<file path="src/rtl/twt_pkg.sv">
// Shared constants and the engine state type for the I2C target.
package twt_pkg;
    localparam int BYTE_W = 8;
    localparam int ADDR_W = 7;

    typedef enum logic [3:0] {
        TS_IDLE,    // bus free or not addressed yet
        TS_ADDR,    // shifting in the address byte
        TS_WRX,     // shifting in a write data byte
        TS_WHOLD,   // byte offered to local logic, SCL held
        TS_WACK,    // driving ACK for address or write byte
        TS_ACKR,    // acknowledge clock ahead of a read byte
        TS_RFETCH,  // SCL held until local logic supplies a byte
        TS_RSETUP,  // one cycle of SDA setup before SCL release
        TS_RTX,     // shifting out a read byte
        TS_IGNORE   // not addressed or read ended by NACK
    } twt_state_e;
endpackage

</file>
<file path="src/rtl/twt_sync.sv">
// Multi-stage synchronizer for asynchronous bus lines.
// Each line passes through STAGES flops; one more flop gives the previous
// synchronized sample for edge detection. Reset value is 1 (idle bus level).
// Assumes the inputs are plain levels with no handshake.
module twt_sync #(
    parameter int WIDTH  = 2,
    parameter int STAGES = 2
) (
    input  logic             clk,
    input  logic             rst_n,
    input  logic [WIDTH-1:0] din,
    output logic [WIDTH-1:0] lvl,
    output logic [WIDTH-1:0] lvl_d
);
    generate
        for (genvar g = 0; g < WIDTH; g++) begin : g_line
            logic [STAGES:0] chain;

            // shift the line through the synchronizer and delay stage
            always_ff @(posedge clk) begin
                if (!rst_n) chain <= '1;
                else        chain <= {chain[STAGES-1:0], din[g]};
            end

            assign lvl[g]   = chain[STAGES-1];
            assign lvl_d[g] = chain[STAGES];
        end
    endgenerate
endmodule

</file>
<file path="src/rtl/twt_cond.sv">
// Bus event decoder working on synchronized samples.
// Produces single-cycle SCL edge strobes and START / STOP strobes.
// Assumes the current and previous samples come from the same pipeline.
module twt_cond (
    input  logic scl,
    input  logic sda,
    input  logic scl_d,
    input  logic sda_d,
    output logic scl_rise,
    output logic scl_fall,
    output logic start_evt,
    output logic stop_evt
);
    logic scl_hi_both;

    // classify the transition between the last two samples
    always_comb begin
        scl_hi_both = scl && scl_d;
        scl_rise    = scl && !scl_d;
        scl_fall    = !scl && scl_d;
        start_evt   = scl_hi_both && sda_d && !sda;
        stop_evt    = scl_hi_both && !sda_d && sda;
    end
endmodule

</file>
<file path="src/rtl/twt_engine.sv">
// Protocol engine of the I2C target.
// Receives the address byte, acknowledges a match, then either receives
// write bytes or transmits read bytes through local byte handshakes, and
// stretches SCL whenever the local side is not ready.
// Assumes edge and condition strobes last one cycle and that the system
// clock is at least 8x the SCL rate, so each SCL low phase spans several
// cycles. Outputs are open-drain enables (1 = pull low).
module twt_engine
    import twt_pkg::*;
(
    input  logic              clk,
    input  logic              rst_n,
    input  logic [ADDR_W-1:0] own_addr,
    input  logic              sda_lvl,
    input  logic              scl_rise,
    input  logic              scl_fall,
    input  logic              start_evt,
    input  logic              stop_evt,
    output logic              sda_oe,
    output logic              scl_oe,
    output logic [BYTE_W-1:0] wr_data,
    output logic              wr_valid,
    input  logic              wr_ready,
    input  logic [BYTE_W-1:0] rd_data,
    input  logic              rd_valid,
    output logic              rd_req
);
    localparam int CNT_W = $clog2(BYTE_W + 1);
    localparam logic [CNT_W-1:0] CNT_FULL = CNT_W'(BYTE_W);
    localparam logic [CNT_W-1:0] CNT_LAST = CNT_W'(BYTE_W - 1);

    twt_state_e        state;
    logic [CNT_W-1:0]  bcnt;
    logic [BYTE_W-1:0] rx_sh;
    logic [BYTE_W-1:0] tx_sh;
    logic              tx_have;
    logic              go_on;

    logic              rd_take;
    logic              tx_ok;
    logic [BYTE_W-1:0] tx_next;
    logic              addr_hit;

    // next read byte: a prefetched one first, otherwise the one on offer now
    always_comb begin
        rd_take  = rd_req && rd_valid;
        tx_ok    = tx_have || rd_take;
        tx_next  = tx_have ? tx_sh : rd_data;
        addr_hit = (rx_sh[BYTE_W-1:1] == own_addr);
    end

    // main protocol sequencer
    always_ff @(posedge clk) begin
        if (!rst_n) begin
            state    <= TS_IDLE;
            bcnt     <= '0;
            rx_sh    <= '0;
            tx_sh    <= '0;
            tx_have  <= 1'b0;
            go_on    <= 1'b0;
            sda_oe   <= 1'b0;
            scl_oe   <= 1'b0;
            wr_data  <= '0;
            wr_valid <= 1'b0;
            rd_req   <= 1'b0;
        end else if (start_evt || stop_evt) begin
            state    <= start_evt ? TS_ADDR : TS_IDLE;
            bcnt     <= '0;
            tx_have  <= 1'b0;
            sda_oe   <= 1'b0;
            scl_oe   <= 1'b0;
            wr_valid <= 1'b0;
            rd_req   <= 1'b0;
        end else begin
            case (state)
                TS_IDLE, TS_IGNORE: begin
                    sda_oe <= 1'b0;
                end

                TS_ADDR: begin
                    if (scl_rise && bcnt != CNT_FULL) begin
                        rx_sh <= {rx_sh[BYTE_W-2:0], sda_lvl};
                        bcnt  <= bcnt + 1'b1;
                    end
                    if (scl_fall && bcnt == CNT_FULL) begin
                        if (!addr_hit) begin
                            state <= TS_IGNORE;
                        end else begin
                            sda_oe <= 1'b1;
                            state  <= rx_sh[0] ? TS_ACKR : TS_WACK;
                        end
                    end
                end

                TS_WRX: begin
                    if (scl_rise && bcnt != CNT_FULL) begin
                        rx_sh <= {rx_sh[BYTE_W-2:0], sda_lvl};
                        bcnt  <= bcnt + 1'b1;
                    end
                    if (scl_fall && bcnt == CNT_FULL) begin
                        wr_data  <= rx_sh;
                        wr_valid <= 1'b1;
                        scl_oe   <= 1'b1;
                        sda_oe   <= 1'b1;
                        state    <= TS_WHOLD;
                    end
                end

                TS_WHOLD: begin
                    if (wr_ready) begin
                        wr_valid <= 1'b0;
                        scl_oe   <= 1'b0;
                        state    <= TS_WACK;
                    end
                end

                TS_WACK: begin
                    if (scl_fall) begin
                        sda_oe <= 1'b0;
                        bcnt   <= '0;
                        state  <= TS_WRX;
                    end
                end

                TS_ACKR: begin
                    if (scl_rise) begin
                        go_on  <= !sda_lvl;
                        rd_req <= !sda_lvl;
                    end else if (scl_fall) begin
                        if (!go_on) begin
                            sda_oe <= 1'b0;
                            state  <= TS_IGNORE;
                        end else if (tx_ok) begin
                            tx_sh   <= tx_next;
                            sda_oe  <= !tx_next[BYTE_W-1];
                            tx_have <= 1'b0;
                            rd_req  <= 1'b0;
                            bcnt    <= '0;
                            state   <= TS_RTX;
                        end else begin
                            sda_oe <= 1'b0;
                            scl_oe <= 1'b1;
                            state  <= TS_RFETCH;
                        end
                    end else if (rd_take) begin
                        tx_sh   <= rd_data;
                        tx_have <= 1'b1;
                        rd_req  <= 1'b0;
                    end
                end

                TS_RFETCH: begin
                    if (rd_valid) begin
                        tx_sh  <= rd_data;
                        sda_oe <= !rd_data[BYTE_W-1];
                        rd_req <= 1'b0;
                        state  <= TS_RSETUP;
                    end
                end

                TS_RSETUP: begin
                    scl_oe <= 1'b0;
                    bcnt   <= '0;
                    state  <= TS_RTX;
                end

                TS_RTX: begin
                    if (scl_fall) begin
                        bcnt <= bcnt + 1'b1;
                        if (bcnt == CNT_LAST) begin
                            sda_oe <= 1'b0;
                            state  <= TS_ACKR;
                        end else begin
                            sda_oe <= !tx_sh[BYTE_W-2];
                            tx_sh  <= {tx_sh[BYTE_W-2:0], 1'b0};
                        end
                    end
                end

                default: state <= TS_IDLE;
            endcase
        end
    end
endmodule

</file>
<file path="src/rtl/i2c_target.sv">
// Top level of the I2C target: synchronizer, event decoder and engine.
// Bus lines enter as sampled levels; both bus outputs are pull-low enables
// that the pad logic turns into open-drain drivers.
// Assumes clk is at least 8x the SCL rate; bus events act 3 cycles late.
module i2c_target
    import twt_pkg::*;
#(
    parameter int SYNC_STAGES = 2
) (
    input  logic              clk,
    input  logic              rst_n,
    input  logic [ADDR_W-1:0] own_addr,
    input  logic              scl_i,
    input  logic              sda_i,
    output logic              scl_oe,
    output logic              sda_oe,
    output logic [BYTE_W-1:0] wr_data,
    output logic              wr_valid,
    input  logic              wr_ready,
    input  logic [BYTE_W-1:0] rd_data,
    input  logic              rd_valid,
    output logic              rd_req
);
    logic [1:0] bus_lvl;
    logic [1:0] bus_lvl_d;
    logic       scl_rise;
    logic       scl_fall;
    logic       start_seen;
    logic       stop_seen;

    twt_sync #(
        .WIDTH  (2),
        .STAGES (SYNC_STAGES)
    ) u_sync (
        .clk   (clk),
        .rst_n (rst_n),
        .din   ({scl_i, sda_i}),
        .lvl   (bus_lvl),
        .lvl_d (bus_lvl_d)
    );

    twt_cond u_cond (
        .scl       (bus_lvl[1]),
        .sda       (bus_lvl[0]),
        .scl_d     (bus_lvl_d[1]),
        .sda_d     (bus_lvl_d[0]),
        .scl_rise  (scl_rise),
        .scl_fall  (scl_fall),
        .start_evt (start_seen),
        .stop_evt  (stop_seen)
    );

    twt_engine u_eng (
        .clk       (clk),
        .rst_n     (rst_n),
        .own_addr  (own_addr),
        .sda_lvl   (bus_lvl[0]),
        .scl_rise  (scl_rise),
        .scl_fall  (scl_fall),
        .start_evt (start_seen),
        .stop_evt  (stop_seen),
        .sda_oe    (sda_oe),
        .scl_oe    (scl_oe),
        .wr_data   (wr_data),
        .wr_valid  (wr_valid),
        .wr_ready  (wr_ready),
        .rd_data   (rd_data),
        .rd_valid  (rd_valid),
        .rd_req    (rd_req)
    );
endmodule

</file>
<file path="config.mk">
export PLATFORM = sky130hd
export DESIGN_NAME = i2c_target
export DESIGN_NICKNAME = d
export VERILOG_FILES = /design/src/rtl/twt_pkg.sv /design/src/rtl/twt_sync.sv /design/src/rtl/twt_cond.sv /design/src/rtl/twt_engine.sv /design/src/rtl/i2c_target.sv
export SDC_FILE = /design/constraint.sdc
export NUM_CORES = 1
export LEC_CHECK = 0
export ABC_CLOCK_PERIOD_IN_PS = 2200
export BUFFER_PORTS_ARGS = -buffer_cell sky130_fd_sc_hd__buf_4
export CAP_MARGIN = 30
export CORE_ASPECT_RATIO = 1.1
export CORE_MARGIN = 3
export CORE_UTILIZATION = 35
export DETAILED_ROUTE_END_ITERATION = 10
export SLEW_MARGIN = 40
export SYNTH_ARGS = -nofsm -noshare
export SYNTH_HDL_FRONTEND = slang
export SYNTH_SLANG_ARGS = --single-unit
</file>
<file path="constraint.sdc">
create_clock -name clk -period 2.2 [get_ports clk]
set_input_delay 0 -clock clk [delete_from_list [all_inputs] [get_ports clk]]
set_output_delay 0 -clock clk [all_outputs]
set_load 0.02 [all_outputs]
</file>
# Word-level counts from Yosys, hierarchy flattened
# Cells that the tools add are included.
[classes] addsub=1 n_mul=0 div=0 magnitude_cmp=0 n_eq_ne=46 shift=0 n_mux=62 n_bitwise=3 reduce_logical=42
[op_table] cell="$mux W4" n=20
[op_table] cell="$mux W8" n=9
[op_table] cell="$pmux W4 S9" n=1
[op_table] cell="$mux W1" n=26
[op_table] cell="$pmux W8 S3" n=1
[op_table] cell="$ne A3 B1 Y1 const B" n=7
[op_table] cell="$eq A4 B3 Y1 const B" n=5
[op_table] cell="$ne A2 B1 Y1 const B" n=10
[op_table] cell="$pmux W4 S5" n=1
[op_table] cell="$reduce_and A10 Y1" n=2
[op_table] cell="$reduce_and A9 Y1" n=2
[op_table] cell="$ne A2 B2 Y1 const B" n=7
[op_table] cell="$eq A4 B4 Y1 const B" n=3
[op_table] cell="$ne A3 B3 Y1 const B" n=4
[op_table] cell="$reduce_and A3 Y1" n=4
[op_table] cell="$logic_and A1 B1 Y1" n=10
[op_table] cell="$reduce_and A5 Y1" n=2
[op_table] cell="$eq A4 B2 Y1 const B" n=2
[op_table] cell="$ne A4 B3 Y1 const B" n=2
[op_table] cell="$reduce_and A8 Y1" n=1
[op_table] cell="$eq A7 B7 Y1" n=1
[op_table] cell="$logic_not A1 Y1" n=7
[op_table] cell="$pmux W1 S7" n=1
[op_table] cell="$reduce_and A7 Y1" n=1
[op_table] cell="16 further kinds" n=25
[word_totals] reg_bits=44 latchBits=0 mem_bits_rw=0 mem_bits_ro=0 inputBits=21 out_inout_bits=12 wordCells=168 memories=0

# Logic depth before layout (Yosys ltp)
[logic_depth] depth_word=8 depth_mapped=9 mapped_depth_nobuf=8

# By module
# A second synthesis with hierarchy kept.
[unflattened] cells_unflattened=288 area_unflattened_um2=2597.5
[modules_own_cells] module="twt_engine" instances=1 cells_per_inst=268 area_each_um2=2377.3 seq_area_each_um2=760.7
[modules_own_cells] module="twt_sync" instances=1 cells_per_inst=16 area_each_um2=187.7 seq_area_each_um2=120.1
[modules_own_cells] module="twt_cond" instances=1 cells_per_inst=4 area_each_um2=32.5 seq_area_each_um2=0.0

# Worst setup path after synthesis
# OpenSTA, ideal clock, no wires.
[synth_path] path_type="register -> register" start="register u_sync.g_line[1].chain[1]" end="register u_eng.tx_sh[6]" setup_time_ps=79 arrival_time_ps=1854 required_ps=2121 path_slack_ps=267 path_stages_with_launch=10 path_buffers=2 period_less_slack_ps=1933 cell_sequence="dfxtp_1 > inv_1 > ha_1 > buf_2 > mux2_2 > o21ai_0 > nor4b_4 > buf_6 > nor2_1 > a211oi_2"
[synth_via] elab_chain_len=6 word_cells_on_any_way=20 cone_classes="eq/ne (6); mux (3); bitwise (1); reduce/logical (10)"
[synth_rtl] item="start, declared" line="twt_sync.sv:17" text="logic [STAGES:0] chain;"
[synth_rtl] item="start signal, assigned" line="twt_sync.sv:22" text="else chain <= {chain[STAGES-1:0], din[g]};"
[synth_rtl] item="parallel branches: the longest is 6 deep, another holds $mux W8"
[synth_rtl] item="end signal, assigned" line="twt_engine.sv:134" text="tx_sh <= tx_next;"
[synth_rtl] item="end signal, assigned" line="twt_engine.sv:146" text="tx_sh <= rd_data;"
[synth_rtl] item="end signal, assigned" line="twt_engine.sv:154" text="tx_sh <= rd_data;"
[synth_rtl] item="end, declared" line="twt_engine.sv:35" text="logic [BYTE_W-1:0] tx_sh;"
# Several ways; the timed one is not identified. The select of a mux whose other input is x is not followed.
# A chain may end at the register's enable or synchronous reset.

# Worst setup path after layout
[layout_path] start="register u_sync.g_line[1].chain[1]" end="register u_eng.state[0]"
[layout_via] elab_chain_len=6 word_cells_on_any_way=23 cone_classes="eq/ne (10); mux (2); reduce/logical (11)"
[layout_rtl] item="$logic_and A1 B1 Y1" line="twt_cond.sv:18" text="scl_hi_both = scl && scl_d;"
[layout_rtl] item="$logic_and A1 B1 Y1, on equally long branches (2 in a row)" line="twt_cond.sv:21, twt_cond.sv:22"
[layout_rtl] item="$logic_or A1 B1 Y1" line="twt_engine.sv:66" text="end else if (start_evt || stop_evt) begin"
[layout_rtl] item="$ne A3 B1 Y1 (no source line) (tied with other cells)"
[layout_rtl] item="$reduce_and A10 Y1 (no source line)"
[layout_rtl] item="end signal, assigned" line="twt_engine.sv:67" text="state <= start_evt ? TS_ADDR : TS_IDLE;"
[layout_rtl] item="end signal, assigned" line="twt_engine.sv:90" text="state <= rx_sh[0] ? TS_ACKR : TS_WACK;"
[layout_rtl] item="end, declared" line="twt_engine.sv:32" text="twt_state_e state;"
# Several ways; a longest one is shown, not always the timed one.

==> flow_results.org <==
** Status
- Run status :: complete, no violations

** Route
- In the routed design, unresolved DRC markers number 0.
- For this run, the detailed router's first-pass iteration total came to 4.
- The detailed router finished its first iteration with 143 violations.
- The count of nets left with antenna violations once routing finished came out at 0.
- Post-detailed-route via-to-cell ratio :: 5.25
- Total wirelength of the detailed-routed design :: 6130 um
- Avg WL per Cell :: 14.2 um
- Summing over every cut layer, the via total after detailed routing is 2264.

** STA
- Setup violations remaining at the end of the flow were counted as 0.
- Worst Setup Slack, final :: 0.126 ns
- The hold violation count in the final report was 0.
- Derived from the worst setup path, the maximum achievable clock frequency is 0.482 GHz.
- Max Transition Viols Final :: 0
- Between clock sinks in the finished design, the worst skew comes to 0.00858 ns.
- Max_slew headroom :: 50.5%
- The worst path in the final design needs a cycle of 2.07 ns, including I/O delays and setup.
- For the pin with the worst max-slew slack, the measured transition is 0.742 ns.
- Dividing the final minimum period by the clock period gives 94.3%.

** Placement
- Total half-perimeter wirelength after legalization and detailed placement :: 4500 um
- The congestion estimate from routability-driven global placement came to 0.839.
- Setup WS pre-CTS :: 0.0518 ns
- Input and output buffers added on the ports amount to 32.

** Floorplanning
- Pin placement for this block handled 33 I/O pins.
- From bottom edge to top edge, the die measures 95.1 um.
- The initial utilization of the core area, before any placement, comes to 37.2%.
- Die X-Extent :: 87.0 um
- The die covers 8270 sq um.
- In this run the core area contains 31 standard-cell rows.
- Core region area :: 6790 sq um

** Clock network
- Clock-pin slew was measured on the worst setup and hold paths at 0.10 ns.
- The H-tree generated during clock tree synthesis spans 2 levels.
- Later-pin clock latency in the skew report :: 0.31 ns
- Root buf cell :: sky130_fd_sc_hd__clkbuf_8
- Number of buffers created by CTS :: 5
- The clock passes through at most 2 buffers.
- TritonCTS clock tree :: built
- For this design, the sink count on the clock tree is 44.

** Critical path
- The worst setup path is launched from a flop.
- In this design, the stage delay of the slowest critical-path cell is 0.49 ns.
- The critical path is of the flop to flop type.
- Worst Setup End Kind :: flop
- The cell family contributing the most delay on the critical path is simple AND/OR/NAND/NOR gates.
- Tracing the worst setup path back leads to its startpoint at u_sync.g_line[1].chain[1].
- Maximum fanout count along the critical path :: 6
- The worst register-to-register path begins at u_sync.g_line[1].chain[1].
- Crit path DAT :: 2.33 ns
- Walking the worst path, the cells encountered are inv_1, ha_2, buf_4, or4b_4, a21oi_4, a311oi_2, o2111a_1, o31ai_2, and3_1.
- Among all stages on the critical path, the largest delay is contributed by sky130_fd_sc_hd__or4b_4.
- Buf/Inv on CP :: 2
- WP data required :: 2.46 ns

** Synth
- Prevailing post-synth register cell :: sky130_fd_sc_hd__dfxtp_1
- Summed over its instances, the top area cell type makes up 34.9% of the synthesized netlist area.
- Mean post-synth cell area :: 8.64 sq um
- The cell area that synthesis handed to floorplanning was 2520 sq um.
- Synthesized instance count :: 292
- Cell variety after synth :: 63
- The synthesized design spends more area on one cell type than any other, namely sky130_fd_sc_hd__dfxtp_1.
- Number of enable flip-flop cells after synthesis :: 0
- Post-synth net total :: 318
- Number of storage elements in the synthesis netlist :: 44
- Count of yosys warnings during synthesis :: 0
- Proportion of synthesized chip area in sequential cells :: 34.9%
- Ranked by total cell area, the synthesized netlist is headed by sky130_fd_sc_hd__dfxtp_1, sky130_fd_sc_hd__mux2i_1, sky130_fd_sc_hd__nor2_1, sky130_fd_sc_hd__nand2_1, sky130_fd_sc_hd__nand2b_1.
- Post-synthesis async set-or-reset flop share :: 0%
- Ranked by instance count, the synthesized netlist is headed by sky130_fd_sc_hd__dfxtp_1, sky130_fd_sc_hd__nor2_1, sky130_fd_sc_hd__nand2_1, sky130_fd_sc_hd__mux2i_1, sky130_fd_sc_hd__a21oi_1.

** Finish
- Antenna diode count :: 0
- After the last flow step, the layout net total stands at 374.
- Utilization of the core after routing :: 46.7%
- From synthesis to final layout, the design area changed by 25.5%.
- In the final layout, the share of cells above drive strength 1 is 24.1%.

** Worst hold path
- The worst hold path belongs to the class input port to flop.
- The startpoint identified for the worst hold timing path is rd_data[4].

** Power and ir drop
- Internal power of the cells :: 1260 uW
- Total power divided by cell area :: 531 nW/um^2
- Sw frac :: 25.3%
- Sequential fraction of design power :: 48.5%
- Summed over all cells, the static leakage comes to 0.00131 uW.
- Combinational cells account for 12.4% of the total power.
- The worst-case IR drop observed on VDD is 374 uV.
- Share of power burned in the clock network :: 39.1%
- The analysis attributes to net switching a power of 426 uW.

** Global route
- Wire length of the first global-routing pass :: 10200 um
- Largest net degree at the start of global routing :: 24
- Antenna violations before repair :: 0
- Total congestion overflow after global routing :: 0
- Global routing used 15.5% of the available tracks across all layers.
- Vias in the first global route :: 2143

** Run
- Number of max-capacitance violations reported :: 0
==> metrics by stage <==
step	TNS, ns	hold WS [ns]	area, sq um	power [uW]	std cells
after floorplan	0	0.0730	2520	953	292
after global placement	0	0.183	2950	1030	414
after detailed placement	0	0.186	2950	1030	414
after CTS	0	0.0692	3140	1700	429
after global routing	-0.000600	0.0900	3170	1760	431
final	0	0.0694	3170	1680	431
==> layer usage <==
| metal | vias up | global-route usage (%) | part of all wire [%] |
|---|---|---|---|
| li1 | 1153 | - | - |
| met1 | 1061 | 20.0 | 47 |
| met2 | 43 | 25.4 | 47 |
| met3 | 7 | 2.77 | 3.9 |
| met4 | 0 | 6.10 | 1.7 |
| met5 | - | 0 | 0 |
==> placed cells by master, fill, tap and decap left out, drive strengths merged, types with 5 or more instances in the layout <==
cell	count
nand3	5
o21ai	14
mux2i	20
dlygate4sd3	7
xor2	5
nor2	44
clkbuf	5
nor2b	5
ha	5
a211oi	8
a22oi	7
nor3	6
a21oi	13
xnor2	6
buf	57
inv	10
nand2b	11
dfxtp	44
nand2	22
==> worst min-delay path, cell delays in order <==
cell and delay (ns):
sky130_fd_sc_hd__buf_4 0.11, sky130_fd_sc_hd__a22oi_1 0.14, sky130_fd_sc_hd__a211oi_1 0.09
==> logic make-up after synthesis <==
logic type,count (synthesis),share of synthesized area (%)
muxes,22,8.82
buffers and inverters,24,4.76
and+or+nand+nor,121,25.9
xor gates and xnor gates,11,3.82
adders and majority gates,5,2.48
AOI/OAI and AO/OA,65,19.3
DFF,44,34.9
==> power groups by stage <==
stage / logic, uW / registers [uW] / clock network, uW
floorplan: 123 / 830 / 0
global placement: 196 / 833 / 0
detailed placement: 197 / 833 / 0
CTS: 207 / 815 / 681
global route: 230 / 818 / 713
finish: 209 / 816 / 657
==> flip-flops by register name, indices dropped and copies added (netlist names) <==
register	count
u_eng.scl_oe	1
u_eng.rx_sh	8
u_eng.wr_data	8
u_eng.tx_sh	8
u_eng.state	4
u_eng.rd_req	1
u_sync.g_line.chain	6
u_eng.wr_valid	1
u_eng.tx_have	1
u_eng.go_on	1
u_eng.sda_oe	1
u_eng.bcnt	4
==> final timing paths <==
kind                               end  slack, ns  cells after the start
min reg2reg  u_sync.g_line[1].chain[1]       0.41                      1
max                     u_eng.state[0]       0.13                      9
min                     u_eng.tx_sh[4]       0.07                      3
max reg2reg             u_eng.state[0]       0.13                      9
==> cell type report <==
class	count	area (sq um)
Timing Repair Buffer	64	498
Tap cell	82	103
Clock buffer	5	68.8
Inverter	9	33.8
Multi-Input combinational cell	224	1540
Fill cell	654	3620
Sequential cell	44	882
Clock inverter	3	46.3
==> repair_timing <==
action,in CTS,in global routing
endpoints found under the hold margin,8,0
hold buffers,7,0
buffers inserted,0,2
resized for setup,0,5
setup endpoints to repair,0,12
No activity file was read; power rests on OpenSTA's default activity.
